--- src/rtl/llq_ctrl.sv ---
module llq_ctrl #(
  parameter int NCH   = 16,
  parameter int DEPTH = 64,
  parameter int DW    = 8
) (
  input  logic                     clk,
  input  logic                     rst_n,
  input  logic                     req_valid,
  input  logic                     req_push,
  input  logic [$clog2(NCH)-1:0]   req_chan,
  input  logic [DW-1:0]            req_data,
  output logic                     busy,
  output logic                     rsp_valid,
  output logic [DW-1:0]            rsp_data,
  output logic                     full,
  output logic [NCH-1:0]           chan_empty,
  output logic                     err_full,
  output logic                     err_empty
);
  localparam int CW   = $clog2(NCH);
  localparam int AW   = $clog2(DEPTH);
  localparam int CNTW = $clog2(DEPTH + 1);

  typedef enum logic [1:0] {S_IDLE, S_LINK, S_UPD} st_t;

  st_t            st;
  logic           op_push;
  logic [CW-1:0]  op_ch;
  logic [DW-1:0]  op_data;
  logic [AW-1:0]  ent, nxt;
  logic [AW-1:0]  free_head;
  logic [CNTW-1:0] free_cnt;
  logic [AW-1:0]  head [NCH];
  logic [AW-1:0]  tail [NCH];
  logic [NCH-1:0] nonempty;
  logic [DW-1:0]  mem_data [DEPTH];
  logic [AW-1:0]  mem_next [DEPTH];

  wire accept  = req_valid && (st == S_IDLE);
  wire push_ok = accept && req_push && !full;
  wire pop_ok  = accept && !req_push && nonempty[req_chan];

  assign busy       = (st != S_IDLE);
  assign full       = (free_cnt == '0);
  assign chan_empty = ~nonempty;

  always_ff @(posedge clk or negedge rst_n) begin
    if (!rst_n) begin
      st        <= S_IDLE;
      op_push   <= 1'b0;
      op_ch     <= '0;
      op_data   <= '0;
      ent       <= '0;
      nxt       <= '0;
      free_head <= '0;
      free_cnt  <= CNTW'(DEPTH);
      nonempty  <= '0;
      rsp_valid <= 1'b0;
      rsp_data  <= '0;
      err_full  <= 1'b0;
      err_empty <= 1'b0;
      for (int c = 0; c < NCH; c++) begin
        head[c] <= '0;
        tail[c] <= '0;
      end
    end else begin
      rsp_valid <= 1'b0;
      err_full  <= accept && req_push && full;
      err_empty <= accept && !req_push && !nonempty[req_chan];
      case (st)
        S_IDLE: if (push_ok || pop_ok) begin
          st      <= S_LINK;
          op_push <= req_push;
          op_ch   <= req_chan;
          op_data <= req_data;
        end
        S_LINK: begin
          st <= S_UPD;
          if (op_push) begin
            ent <= free_head;
            nxt <= mem_next[free_head];
          end else begin
            ent      <= head[op_ch];
            nxt      <= mem_next[head[op_ch]];
            rsp_data <= mem_data[head[op_ch]];
          end
        end
        S_UPD: begin
          st <= S_IDLE;
          if (op_push) begin
            free_head       <= nxt;
            free_cnt        <= free_cnt - 1'b1;
            tail[op_ch]     <= ent;
            nonempty[op_ch] <= 1'b1;
            if (!nonempty[op_ch]) head[op_ch] <= ent;
          end else begin
            free_head <= ent;
            free_cnt  <= free_cnt + 1'b1;
            rsp_valid <= 1'b1;
            if (head[op_ch] == tail[op_ch]) nonempty[op_ch] <= 1'b0;
            else                            head[op_ch]     <= nxt;
          end
        end
        default: st <= S_IDLE;
      endcase
    end
  end

  always_ff @(posedge clk) begin
    if (st == S_LINK && op_push) mem_data[free_head] <= op_data;
  end

  always_ff @(posedge clk or negedge rst_n) begin
    if (!rst_n) begin
      for (int i = 0; i < DEPTH; i++) mem_next[i] <= AW'(i + 1);
    end else if (st == S_UPD) begin
      if (op_push && nonempty[op_ch]) mem_next[tail[op_ch]] <= ent;
      else if (!op_push)              mem_next[ent]         <= free_head;
    end
  end

  assert_link_then_upd_R2: assert property (@(posedge clk) disable iff (!rst_n)
    (st == S_LINK) |=> (st == S_UPD));
  assert_upd_then_idle_R2: assert property (@(posedge clk) disable iff (!rst_n)
    (st == S_UPD) |=> (st == S_IDLE));
  assert_push_dropped_R6: assert property (@(posedge clk) disable iff (!rst_n)
    (req_valid && !busy && req_push && full) |=> (err_full && !busy && full));
  assert_pop_dropped_R7: assert property (@(posedge clk) disable iff (!rst_n)
    (req_valid && !busy && !req_push && chan_empty[req_chan])
      |=> (err_empty && !busy && $stable(chan_empty)));
  assert_rsp_after_pop_R9: assert property (@(posedge clk) disable iff (!rst_n)
    rsp_valid |-> $past(st == S_UPD && !op_push));
  assert_free_bound_R8: assert property (@(posedge clk) disable iff (!rst_n)
    free_cnt <= CNTW'(DEPTH));
  assert_err_onehot_R6: assert property (@(posedge clk) disable iff (!rst_n)
    $onehot0({err_full, err_empty, rsp_valid}));
endmodule

--- config.mk ---
export PLATFORM = sky130hd
export DESIGN_NAME = llq_ctrl
export DESIGN_NICKNAME = d
export VERILOG_FILES = /design/src/rtl/llq_ctrl.sv
export SDC_FILE = /design/constraint.sdc
export NUM_CORES = 2
export LEC_CHECK = 0
export BUFFER_PORTS_ARGS = -buffer_cell sky130_fd_sc_hd__buf_2
export CAP_MARGIN = 30
export CORE_ASPECT_RATIO = 0.5
export CORE_MARGIN = 8
export CORE_UTILIZATION = 50
export DETAILED_ROUTE_END_ITERATION = 8
export PLACE_DENSITY = 0.64
export SKIP_CTS_REPAIR_TIMING = 1
export SLEW_MARGIN = 15
export SYNTH_ARGS = -nofsm -noshare
export SYNTH_HDL_FRONTEND = slang
export SYNTH_SLANG_ARGS = --single-unit
--- constraint.sdc ---
create_clock -name clk -period 5.6 [get_ports clk]
set_clock_uncertainty 0.05 [all_clocks]
set_input_delay 0.28 -clock clk [delete_from_list [all_inputs] [get_ports clk]]
set_output_delay 0.28 -clock clk [all_outputs]
set_load 0.02 [all_outputs]
==> metrics <==
Core Area ~120000 µm²; cell area after synthesis 59500 µm²; Layout area overhead 10.6%; mux share of post-synthesis cell area about 15%; DR DRC count 0; Comb pwr share a little under half; most frequent cells in the layout nand2_1, mux2_2, edfxtp_1; fin. max-slew vios 0; Placed Instance Area between 60000 and 70000 µm²; share of layout cells above drive strength 1 29.8%; number of flops mapped to enable cells by yosys between 500 and 600; switching pwr 15.8 mW; asr flop ratio synth 55.7%; Hold Path Class in -> async; GRT Residual Overflow 0; DR WL/cell 31.9 µm; Max clock buf depth 3; Peak VDD IR 649 µV; Final min period approximately 5.1 ns; critical path class reg -> reg; Synth Instances just over 5000; Syn Nets around 5100; via count around 48000; Iter 0 DRT Violations about 7300; Final period util between 90% and 100%; post-DP HPWL approximately 140000 µm; Post-Synth Adder-Cell Area 0.139%; # port buffers 44; Synth cell types 87; commonest non-fill, non-tap cell in the layout nand2_1; status finished clean; GPL Wtd Cong ~1; Max-cap violations 0; Internal Power about 19 mW; routed wire length 214000 µm; CTS Buf Count 103; Slew @ Worst Pin 1.07 ns; worst relative slew slack 28.5%; CTS tree built; Finished Cell Area around 66000 µm²; post-synthesis register bit count between 1000 and 1500; worst-case reg-to-reg path depth 12; Clk pin slew, worst setup/hold paths ~0.07 ns; vias per cell slightly above 7; first-pass GRT wire length 315000 µm; FMAX slightly below 200 MHz; final hold violation count 0; RSZ-0062 raised after global routing false; CTS root buf clkbuf_16; Top FF cell, synth edfxtp_1; Seq/Total Area, Yosys between 50% and 60%; Final ANT Viol Nets 0; YS warnings 0; worst skew pair latency 0.76 ns; Initial Utilization between 50% and 60%; sequential cell area ~32000 µm²; PwrDens 524 nW/µm²; Total GRT Usage approximately a third; initial antenna violation count 9; Util after Layout a little under three fifths; Std-Cell Rows 89; CP Capture Type flop; largest net degree at the start of global routing ~150; I/O Pins 45; switching part of the total power 46.0%; multi-input logic area about 26000 µm²; H-tree depth 3; syn_area_per_cell about 12 µm²; CP Launch Type flop; static leakage between 20 and 25 nW; Filler cells about 9800; Final setup viols 0; Tot Pwr about 34 mW; vias in the first global route ~46000; TritonRoute pass-1 iters 9; synthesized-area fraction occupied by and/or/nand/nor cells around 8.9%; CP arrival 5.66 ns; sequential share of power about a third; clock sinks about 1200; Die Span Y between 200 and 300 µm; worst path required time approximately 6 ns; Cells after DPL around 6500; CP max FO 36; post-synthesis compound-gate area fraction a little under a fifth; Die ar. 131000 µm²; Final nets just over 5000; main combinational cell family by area after synthesis compound AO/OA/AOI/OAI gates; Die X between 500 and 600 µm; Post-Route Setup TNS 0 ns; Synth Area in XOR/XNOR less than 1%; Finished Layout Cells 6727; clock power share 21.7%
==> path summary, 6_finish.rpt <==
| path | from | endpoint | slack [ns] |
|---|---|---|---|
| setup / recovery | free_head[0]$_DFFE_PN0N_ | nxt[1]$_DFFE_PN0N_ | 0.46 |
| hold / removal | rst_n | op_ch[0]$_DFFE_PN0P_ | 0.06 |
| setup reg to reg | free_head[0]$_DFFE_PN0N_ | nxt[1]$_DFFE_PN0N_ | 0.46 |
| hold reg to reg | head[28]$_DFFE_PN0P_ | head[28]$_DFFE_PN0P_ | 0.43 |
| max in group asynchronous | rst_n | mem_next[189]$_DFFE_PN0P_ | 4.04 |
| min in group clk | req_data[1] | op_data[1]$_DFFE_PN0P_ | 0.21 |
==> flip-flops by register name, summed over array words and instances (netlist names), 4 cells and up, named ones only <==
| register | count |
|---|---|
| mem_data | 512 |
| mem_next | 384 |
| head | 96 |
| tail | 96 |
| op_data | 8 |
| rsp_data | 8 |
| free_cnt | 7 |
| ent | 6 |
| free_head | 6 |
| nxt | 6 |
| op_ch | 4 |
==> power by group through the flow <==
stage | logic [mW] | registers (mW) | clock network [mW]
floorplan | 9.44 | 10.8 | 0
global placement | 14.9 | 11.3 | 0
detailed placement | 15.1 | 11.4 | 0
CTS | 15.2 | 11.2 | 7.52
global route | 16.3 | 11.3 | 7.87
finish | 15.8 | 11.2 | 7.46
==> cell usage after synthesis, drive strengths merged, types with 47 or more instances <==
master	instances	area share (%)
nand2	599	3.8
mux2	552	10
edfxtp	512	26
dfrtp	450	19
o22ai	404	4.2
clkbuf	305	1.9
nor2	225	1.7
o21ai	218	1.8
dfstp	193	8.5
a21oi	167	1.4
buf	150	1.2
a31o	124	1.8
mux4	103	3.9
a211oi	93	1.2
and3	93	0.98
a311oi	73	1.1
mux2i	68	1.2
o22a	67	0.99
nand3	63	0.53
inv	47	0.30
==> routing by layer <==
layer | share of wire, % | wire (µm) | up-vias | global-route usage [%]
li1 | - | - | 19785 | -
met1 | 40 | 85600 | 24062 | 43.1
met2 | 43 | 92300 | 3157 | 47.0
met3 | 12 | 25400 | 719 | 9.40
met4 | 5.1 | 11000 | 14 | 14.0
met5 | 0.055 | 118 | - | 0
==> area by class of cell <==
type                       instances  share of cell area (%)
sequential                      1155                    48.2
multi-input combinational       3443                    39.4
clock buffer                     154                    4.36
timing repair buffer             290                    3.84
tap                             1592                    3.03
clock inverter                    40                   0.871
inverter                          47                   0.268
antenna                            6                  0.0228
==> kinds of logic (layout without fill, tap and decap cells) <==
group,Yosys count,count (layout)
AOI/OAI and AO/OA,1553,1553
DFF,1155,1155
and+or+nand+nor,1152,1152
muxes,723,723
buffers and inverters,502,531
xor gates and xnor gates,9,9
adders and majority gates,6,6
other,0,6
==> critical path: stages, from the launching register on <==
cell and delay (ns):
dfrtp_4 0.91, buf_4 0.44, nor2_1 0.20, buf_4 0.32
a221o_1 0.32, a222oi_1 0.59, buf_4 0.26, o2111ai_1 0.11
o31ai_1 0.48, o31ai_1 0.17, nor4_1 0.71, buf_4 0.23
nand4_1 0.09
==> per-stage QoR <==
step / hold slack, ns / worst slack (ns)
global route: 0.102 / 0.445
global placement: 0.251 / 0.691
finish: 0.0580 / 0.460
detailed placement: 0.256 / 0.714
CTS: -0.538 / 0.657
floorplan: -0.0656 / 2.04
Note: power is estimated with default switching activity, not from simulation.
